--- src/rtl/decwin_pkg.sv ---
package decwin_pkg;
  typedef enum logic [2:0] {
    KIND_NONE  = 3'd0,
    KIND_FIXED = 3'd1,
    KIND_IO    = 3'd2,
    KIND_MEM   = 3'd3,
    KIND_SUB   = 3'd4
  } hit_kind_e;

  localparam int EN_P80     = 0;
  localparam int EN_KBC     = 1;
  localparam int EN_SIO     = 2;
  localparam int EN_SUB     = 3;
  localparam int EN_WIN_LSB = 4;

  localparam int CFG_AW = 6;
  localparam logic [CFG_AW-1:0] A_DEC_EN   = 6'h00;
  localparam logic [CFG_AW-1:0] A_DEC_EXT  = 6'h01;
  localparam logic [CFG_AW-1:0] A_IO_BASE  = 6'h10;
  localparam logic [CFG_AW-1:0] A_IO_SIZE  = 6'h18;
  localparam logic [CFG_AW-1:0] A_MEM_BASE = 6'h20;
  localparam logic [CFG_AW-1:0] A_MEM_SIZE = 6'h28;
endpackage

--- src/rtl/decwin_regs.sv ---
module decwin_regs
  import decwin_pkg::*;
#(
  parameter int IO_WIN  = 8,
  parameter int MEM_WIN = 4,
  parameter int IO_GRP  = 4,
  parameter int MEM_GRP = 2,
  parameter int IO_AW   = 16,
  parameter int IO_SW   = 8,
  parameter int MEM_AW  = 32,
  parameter int MEM_SW  = 16,
  parameter int DW      = 32
) (
  input  logic              clk_i,
  input  logic              rst_ni,
  input  logic              cfg_we_i,
  input  logic [CFG_AW-1:0] cfg_addr_i,
  input  logic [DW-1:0]     cfg_wdata_i,
  output logic [DW-1:0]     cfg_rdata_o,
  input  logic              clr_i,
  input  logic              clr_keep_p80_i,
  output logic [3:0]        fix_en_o,
  output logic [IO_WIN-1:0] io_en_o,
  output logic [MEM_WIN-1:0] mem_en_o,
  output logic [IO_AW-1:0]  io_base_o  [IO_WIN],
  output logic [IO_SW-1:0]  io_size_o  [IO_WIN],
  output logic [MEM_AW-1:0] mem_base_o [MEM_WIN],
  output logic [MEM_SW-1:0] mem_size_o [MEM_WIN]
);
  localparam int IO_XW = IO_WIN - IO_GRP;
  localparam int DEC_W = EN_WIN_LSB + IO_GRP + MEM_GRP;
  localparam int EXT_W = IO_XW + (MEM_WIN - MEM_GRP);

  logic [DEC_W-1:0] dec_en_q;
  logic [EXT_W-1:0] ext_en_q;
  logic             clr_ph_q;
  logic             wr_ok;

  // writes are dropped while either clear step is in progress
  assign wr_ok = cfg_we_i & ~clr_i & ~clr_ph_q;

  always_ff @(posedge clk_i or negedge rst_ni) begin
    if (!rst_ni) begin
      dec_en_q <= '0;
      ext_en_q <= '0;
      clr_ph_q <= 1'b0;
    end else begin
      clr_ph_q <= clr_i;
      if (clr_i) begin
        dec_en_q <= clr_keep_p80_i ? (dec_en_q & DEC_W'(1)) : '0;
        ext_en_q <= '0;
      end else if (wr_ok) begin
        if (cfg_addr_i == A_DEC_EN)  dec_en_q <= cfg_wdata_i[DEC_W-1:0];
        if (cfg_addr_i == A_DEC_EXT) ext_en_q <= cfg_wdata_i[EXT_W-1:0];
      end
    end
  end

  assign fix_en_o = dec_en_q[3:0];

  for (genvar gi = 0; gi < IO_WIN; gi++) begin : g_io
    logic [IO_AW-1:0] base_q;
    logic [IO_SW-1:0] size_q;
    always_ff @(posedge clk_i or negedge rst_ni) begin
      if (!rst_ni) begin
        base_q <= '0;
        size_q <= '0;
      end else if (clr_ph_q) begin
        base_q <= '0;
        size_q <= '0;
      end else if (wr_ok) begin
        if (cfg_addr_i == A_IO_BASE + CFG_AW'(gi)) base_q <= cfg_wdata_i[IO_AW-1:0];
        if (cfg_addr_i == A_IO_SIZE + CFG_AW'(gi)) size_q <= cfg_wdata_i[IO_SW-1:0];
      end
    end
    assign io_base_o[gi] = base_q;
    assign io_size_o[gi] = size_q;
    if (gi < IO_GRP) begin : g_pri
      assign io_en_o[gi] = dec_en_q[EN_WIN_LSB+gi];
    end else begin : g_ext
      assign io_en_o[gi] = ext_en_q[gi-IO_GRP];
    end
  end

  for (genvar gj = 0; gj < MEM_WIN; gj++) begin : g_mem
    logic [MEM_AW-1:0] base_q;
    logic [MEM_SW-1:0] size_q;
    always_ff @(posedge clk_i or negedge rst_ni) begin
      if (!rst_ni) begin
        base_q <= '0;
        size_q <= '0;
      end else if (clr_ph_q) begin
        base_q <= '0;
        size_q <= '0;
      end else if (wr_ok) begin
        if (cfg_addr_i == A_MEM_BASE + CFG_AW'(gj)) base_q <= cfg_wdata_i[MEM_AW-1:0];
        if (cfg_addr_i == A_MEM_SIZE + CFG_AW'(gj)) size_q <= cfg_wdata_i[MEM_SW-1:0];
      end
    end
    assign mem_base_o[gj] = base_q;
    assign mem_size_o[gj] = size_q;
    if (gj < MEM_GRP) begin : g_pri
      assign mem_en_o[gj] = dec_en_q[EN_WIN_LSB+IO_GRP+gj];
    end else begin : g_ext
      assign mem_en_o[gj] = ext_en_q[IO_XW+gj-MEM_GRP];
    end
  end

  always_comb begin
    cfg_rdata_o = '0;
    if (cfg_addr_i == A_DEC_EN)  cfg_rdata_o = DW'(dec_en_q);
    if (cfg_addr_i == A_DEC_EXT) cfg_rdata_o = DW'(ext_en_q);
    for (int i = 0; i < IO_WIN; i++) begin
      if (cfg_addr_i == A_IO_BASE + CFG_AW'(i)) cfg_rdata_o = DW'(io_base_o[i]);
      if (cfg_addr_i == A_IO_SIZE + CFG_AW'(i)) cfg_rdata_o = DW'(io_size_o[i]);
    end
    for (int j = 0; j < MEM_WIN; j++) begin
      if (cfg_addr_i == A_MEM_BASE + CFG_AW'(j)) cfg_rdata_o = DW'(mem_base_o[j]);
      if (cfg_addr_i == A_MEM_SIZE + CFG_AW'(j)) cfg_rdata_o = DW'(mem_size_o[j]);
    end
  end
endmodule

--- src/rtl/decwin_fixed.sv ---
module decwin_fixed #(
  parameter int AW = 16
) (
  input  logic [AW-1:0] addr_i,
  input  logic [2:0]    en_i,
  output logic          hit_o,
  output logic [1:0]    idx_o
);
  logic p80, kbc, sio;

  assign p80 = en_i[0] && (addr_i == AW'(16'h0080));
  assign kbc = en_i[1] && ((addr_i == AW'(16'h0060)) || (addr_i == AW'(16'h0064)));
  assign sio = en_i[2] && ((addr_i == AW'(16'h002E)) || (addr_i == AW'(16'h002F)));

  assign hit_o = p80 | kbc | sio;
  assign idx_o = p80 ? 2'd0 : kbc ? 2'd1 : 2'd2;
endmodule

--- src/rtl/decwin_match.sv ---
module decwin_match #(
  parameter int N  = 8,
  parameter int AW = 16,
  parameter int SW = 8,
  parameter int IW = (N > 1) ? $clog2(N) : 1
) (
  input  logic [AW-1:0] addr_i,
  input  logic [N-1:0]  en_i,
  input  logic [AW-1:0] base_i [N],
  input  logic [SW-1:0] size_i [N],
  output logic          hit_o,
  output logic [IW-1:0] idx_o
);
  logic [N-1:0] win_hit;

  for (genvar gi = 0; gi < N; gi++) begin : g_cmp
    logic [AW:0] last_a;
    // one extra bit so base + size never wraps to a low address
    assign last_a     = {1'b0, base_i[gi]} + (AW+1)'(size_i[gi]);
    assign win_hit[gi] = en_i[gi] && (addr_i >= base_i[gi]) && ({1'b0, addr_i} <= last_a);
  end

  assign hit_o = |win_hit;

  always_comb begin
    idx_o = '0;
    for (int i = N - 1; i >= 0; i--) begin
      if (win_hit[i]) idx_o = IW'(i);
    end
  end
endmodule

--- src/rtl/decwin_top.sv ---
module decwin_top
  import decwin_pkg::*;
#(
  parameter int IO_WIN  = 8,
  parameter int MEM_WIN = 4,
  parameter int IO_GRP  = 4,
  parameter int MEM_GRP = 2,
  parameter int IO_AW   = 16,
  parameter int IO_SW   = 8,
  parameter int MEM_AW  = 32,
  parameter int MEM_SW  = 16,
  parameter int DW      = 32,
  parameter int IO_IW   = $clog2(IO_WIN),
  parameter int MEM_IW  = $clog2(MEM_WIN),
  parameter int IDX_W   = (IO_IW > MEM_IW) ? ((IO_IW > 2) ? IO_IW : 2)
                                            : ((MEM_IW > 2) ? MEM_IW : 2)
) (
  input  logic              clk_i,
  input  logic              rst_ni,
  input  logic              cfg_we_i,
  input  logic [CFG_AW-1:0] cfg_addr_i,
  input  logic [DW-1:0]     cfg_wdata_i,
  output logic [DW-1:0]     cfg_rdata_o,
  input  logic              clr_i,
  input  logic              clr_keep_p80_i,
  input  logic              req_valid_i,
  input  logic              req_mem_i,
  input  logic [MEM_AW-1:0] req_addr_i,
  output logic              hit_o,
  output logic [2:0]        hit_kind_o,
  output logic [IDX_W-1:0]  win_idx_o
);
  logic [3:0]         fix_en;
  logic [IO_WIN-1:0]  io_en;
  logic [MEM_WIN-1:0] mem_en;
  logic [IO_AW-1:0]   io_base  [IO_WIN];
  logic [IO_SW-1:0]   io_size  [IO_WIN];
  logic [MEM_AW-1:0]  mem_base [MEM_WIN];
  logic [MEM_SW-1:0]  mem_size [MEM_WIN];

  decwin_regs #(
    .IO_WIN(IO_WIN), .MEM_WIN(MEM_WIN), .IO_GRP(IO_GRP), .MEM_GRP(MEM_GRP),
    .IO_AW(IO_AW), .IO_SW(IO_SW), .MEM_AW(MEM_AW), .MEM_SW(MEM_SW), .DW(DW)
  ) u_regs (
    .clk_i          (clk_i),
    .rst_ni         (rst_ni),
    .cfg_we_i       (cfg_we_i),
    .cfg_addr_i     (cfg_addr_i),
    .cfg_wdata_i    (cfg_wdata_i),
    .cfg_rdata_o    (cfg_rdata_o),
    .clr_i          (clr_i),
    .clr_keep_p80_i (clr_keep_p80_i),
    .fix_en_o       (fix_en),
    .io_en_o        (io_en),
    .mem_en_o       (mem_en),
    .io_base_o      (io_base),
    .io_size_o      (io_size),
    .mem_base_o     (mem_base),
    .mem_size_o     (mem_size)
  );

  logic [IO_AW-1:0]  io_addr;
  logic              io_cyc, mem_cyc;
  logic              fix_hit, io_hit, mem_hit;
  logic [1:0]        fix_idx;
  logic [IO_IW-1:0]  io_idx;
  logic [MEM_IW-1:0] mem_idx;

  assign io_addr = req_addr_i[IO_AW-1:0];
  assign io_cyc  = req_valid_i & ~req_mem_i;
  assign mem_cyc = req_valid_i &  req_mem_i;

  decwin_fixed #(.AW(IO_AW)) u_fixed (
    .addr_i (io_addr),
    .en_i   (fix_en[2:0]),
    .hit_o  (fix_hit),
    .idx_o  (fix_idx)
  );

  decwin_match #(.N(IO_WIN), .AW(IO_AW), .SW(IO_SW), .IW(IO_IW)) u_io_match (
    .addr_i (io_addr),
    .en_i   (io_en),
    .base_i (io_base),
    .size_i (io_size),
    .hit_o  (io_hit),
    .idx_o  (io_idx)
  );

  decwin_match #(.N(MEM_WIN), .AW(MEM_AW), .SW(MEM_SW), .IW(MEM_IW)) u_mem_match (
    .addr_i (req_addr_i),
    .en_i   (mem_en),
    .base_i (mem_base),
    .size_i (mem_size),
    .hit_o  (mem_hit),
    .idx_o  (mem_idx)
  );

  hit_kind_e kind;

  always_comb begin
    kind      = KIND_NONE;
    win_idx_o = '0;
    if (io_cyc && fix_hit) begin
      kind      = KIND_FIXED;
      win_idx_o = IDX_W'(fix_idx);
    end else if (io_cyc && io_hit) begin
      kind      = KIND_IO;
      win_idx_o = IDX_W'(io_idx);
    end else if (mem_cyc && mem_hit) begin
      kind      = KIND_MEM;
      win_idx_o = IDX_W'(mem_idx);
    end else if (req_valid_i && fix_en[EN_SUB]) begin
      kind      = KIND_SUB;
    end
  end

  assign hit_kind_o = kind;
  assign hit_o      = (kind != KIND_NONE);
endmodule

--- config.mk ---
export PLATFORM = sky130hd
export DESIGN_NAME = decwin_top
export DESIGN_NICKNAME = d
export VERILOG_FILES = /design/src/rtl/decwin_pkg.sv /design/src/rtl/decwin_regs.sv /design/src/rtl/decwin_fixed.sv /design/src/rtl/decwin_match.sv /design/src/rtl/decwin_top.sv
export SDC_FILE = /design/constraint.sdc
export NUM_CORES = 2
export LEC_CHECK = 0
export ABC_AREA = 1
export BUFFER_PORTS_ARGS = -buffer_cell sky130_fd_sc_hd__buf_2
export CORE_MARGIN = 8
export CORE_UTILIZATION = 30
export CTS_CLUSTER_DIAMETER = 150
export DETAILED_ROUTE_END_ITERATION = 8
export PLACE_DENSITY = 0.56
export SLEW_MARGIN = 5
export SYNTH_ARGS = -nofsm -noshare
export SYNTH_HDL_FRONTEND = slang
export SYNTH_HIERARCHICAL = 1
export SYNTH_SLANG_ARGS = --single-unit
--- constraint.sdc ---
create_clock -name clk_i -period 9.25 [get_ports clk_i]
set_input_delay 0.925 -clock clk_i [delete_from_list [all_inputs] [get_ports clk_i]]
set_output_delay 0.925 -clock clk_i [all_outputs]
set_load 0.01 [all_outputs]
==> results.cfg <==
[placement]
routabilityCongestion = 0.985
placed_area_um2 = 41700
hpwl_um = 118000
portBuffers = 115

[clock_network]
cts_hold_buf = 0
cts_tree = built
clkLatencyLatePin_ns = 0.67
path_clk_slew_ns = 0.06
post-cts-setup-buffer-count = 0
htreeDepth = 2
cts_buffers = 51
cts_resized = 0
root_buffer = clkbuf_16
clockBufferDepth = 3
cts.sinks = 401

[global_routing]
first_global_vias = 35900
track_usage_pct = 21.0
grt_pass1_wl_um = 229000
grt_start_max_net_pins = 118
antenna_found_initial = 10
grt_overflow_total = 0

[finish]
design_area_um2 = 43700
syn2layout_area_growth_pct = 12.0
final_common_cell = nand2_1
drive_gt1_share_pct = 7.92
fin_nets = 6245
final_cell_mix = 1461 x nand2_1, 640 x ha_1, 606 x inv_1, 510 x o21ai_0, 400 x dfrtp_1

[sta]
finalHoldViolCount = 0
tightest_slew_ns = 1.29
finalSetupViolCount = 0
layout_min_cycle_time_ns = 6.27
timing.hold.ws_ns = 0.343
fmaxAchievable_ghz = 0.159
max_slew_margin_pct = 14.1
rsz0062_at_grt = no
final.setup.tns_ns = 0
fin_crit_sh_pct = 67.8
drv_slew = 0
skew_ns = 0.0474

[power_and_ir_drop]
ir_drop_mv = 0.158
pwr_density_cell_nw_per_um2 = 141
p_seq_share_pct = 34.2
p_int_mw = 3.88
p_comb_share_pct = 29.4
p_sw_mw = 2.29
p_clk_share_pct = 36.4
p_leak_nw = 20.7
power_switching_share_pct = 37.2

[routing]
drc = 0
drtAntennaViolNets = 0
drt_pre_antenna_iters = 6
first_iter_violations = 4256
top_layer_used = met5
vias = 38300
wl_met1_um = 70100
wl_per_cell_um = 21.2
viasPerCell = 5.24
drt_wl_total_um = 155000
wl_met3_um = 14200
routed-wl-met2_um = 65400

[setup_path]
r2r_slack_ns = 6.89
arrival_ns = 5.35
worst-setup-path-type = flop to primary output
r2r_start = u_regs/clr_ph_q$_DFF_PN0_
worst_setup_path_start_kind = flop
reg2regPathDepth = 7
cp_max_fo = 7
r2r-end = u_regs/dec_en_q[9]$_DFFE_PN0P_
end_kind = primary output
critPathRequiredTime_ns = 8.33

[floorplan]
start_util_pct = 30.2
die_area_um2 = 142000
pin_count = 116
die_h_um = 377
core_area_um2 = 129000
die_w_um = 377
row_count = 132

[synthesis]
synth_warnings = 6
synth_edf_count = 0
synth.net_count = 6155
ys_seq_area_share_pct = 25.7
ys_seq_elements = 401
syn_area_um2 = 39000
ys.flop_type = dfrtp_1
synth_top_area_share_pct = 25.7
synthCells = 5426
yosys.area.top_type = dfrtp_1
synthArstFlopShare_pct = 100
ys_top_cells_by_area = dfrtp_1 26%, ha_1 21%, nand2_1 14%, o21ai_0 6.5%, inv_1 5.8%
ys_types = 73
avgSynthCellArea_um2 = 7.19

[run]
cap_violations = 0

[status]
run_status = complete, no violations

[min_path]
worstHoldPathType = primary input to async pin
[power by group through the flow]
stage                     clock, mW  combinational, mW  sequential (mW)
after CTS                      2.28               1.80             2.11
after floorplan                   0               1.22             2.03
final                          2.25               1.81             2.11
after global routing           2.35               2.06             2.13
after global placement            0               1.75             2.13
after detailed placement          0               1.78             2.14
[synth_stat cells (4+ instances only)]
master / n
a211oi_1: 15
a21o_1: 12
a21oi_1: 410
a21oi_2: 9
a221oi_1: 7
a22oi_1: 16
a31oi_1: 14
and3_1: 7
buf_1: 5
buf_2: 10
clkbuf_1: 108
clkinv_1: 5
dfrtp_1: 401
fa_1: 12
ha_1: 640
inv_1: 606
inv_2: 20
nand2_1: 1466
nand2_2: 24
nand2_4: 6
nand3_1: 179
nand3_2: 8
nand3b_1: 7
nand4_1: 129
nor2_1: 285
nor2_2: 22
nor2_4: 6
nor3_1: 70
nor3_2: 8
nor3b_1: 10
nor4_1: 24
o211ai_1: 15
o21a_1: 10
o21ai_0: 510
o21ai_1: 25
o21ai_2: 13
o21bai_1: 7
o221a_2: 7
o22ai_1: 8
o31ai_1: 4
or2_2: 21
xnor2_1: 53
xor2_1: 168
[how the worst max path moves through the flow]
stage,from,end,depth (start not counted)
finish,u_regs/g_mem[2].base_q[0]$_DFFE_PN0P_,hit_o,26
global route,u_regs/g_mem[2].base_q[2]$_DFFE_PN0P_,hit_o,29
CTS,u_regs/g_mem[2].base_q[0]$_DFFE_PN0P_,hit_o,26
detailed placement,u_regs/g_mem[2].base_q[0]$_DFFE_PN0P_,hit_o,26
global placement,u_regs/g_mem[2].base_q[0]$_DFFE_PN0P_,hit_o,26
floorplan,u_regs/g_mem[1].base_q[0]$_DFFE_PN0P_,hit_o,26
[stage by stage]
stage,cells,power [mW],utilization [%],setup WS [ns]
2_1_floorplan,5426,3.26,-,4.76
3_3_place_gp,7204,3.89,32.3,3.64
3_5_place_dp,7204,3.92,32.3,3.63
4_1_cts,7298,6.18,33.7,2.94
5_1_grt,7301,6.54,33.8,2.62
6_report,7304,6.17,33.8,2.98
[worst max-delay path, stage by stage (launching register included)]
cell and delay [ns]:
dfrtp_1 0.39, ha_1 0.20, inv_1 0.06, fa_1 0.41, o21ai_2 0.24, nand2_2 0.07, nand2_2 0.13, nand2_2 0.06
nand2_2 0.16, inv_1 0.09, nor3_1 0.19, xor2_1 0.10, ha_1 0.32, nand2_1 0.06, o21a_1 0.17, o21ai_0 0.13
a21o_1 0.12, nand2_1 0.04, nand2_1 0.06, nand2_1 0.07, nand2_2 0.07, a21boi_1 0.79, nand2_1 0.21, nand3_1 0.16
nand2_1 0.09, nand3b_1 0.15, buf_2 0.14
[cell type report]
type,instances,area (um2)
inverters,632,2370
multi-input cells,4267,26200
well taps,1742,2180
diodes,5,12.5
flip-flops and latches,401,10000
clock buffers,66,1410
repair buffers,163,962
clock inverters,28,469
fillers,13700,85700
[kinds of logic after synthesis]
logic type      Yosys count  synth area share (%)
fa+ha+maj               652                  21.2
simple gates           2289                  25.2
xor+xnor                221                  4.96
flops                   401                  25.7
buf+inv                 758                  7.37
compound gates         1102                  15.5
mux                       3                0.0770
[routing by layer]
metal | GRT usage (%) | up-vias
met2 | 32.0 | 1564
met1 | 29.9 | 18100
met4 | 6.23 | 2
met5 | 0 | -
met3 | 4.25 | 227
li1 | - | 18400
[flip-flops by register name, summed over array words and instances, names as in the netlist]
register	count
u_regs/clr_ph_q	1
u_regs/dec_en_q	10
u_regs/ext_en_q	6
u_regs/g_io.base_q	128
u_regs/g_io.size_q	64
u_regs/g_mem.base_q	128
u_regs/g_mem.size_q	64
No activity file was read; power rests on OpenSTA's default activity.
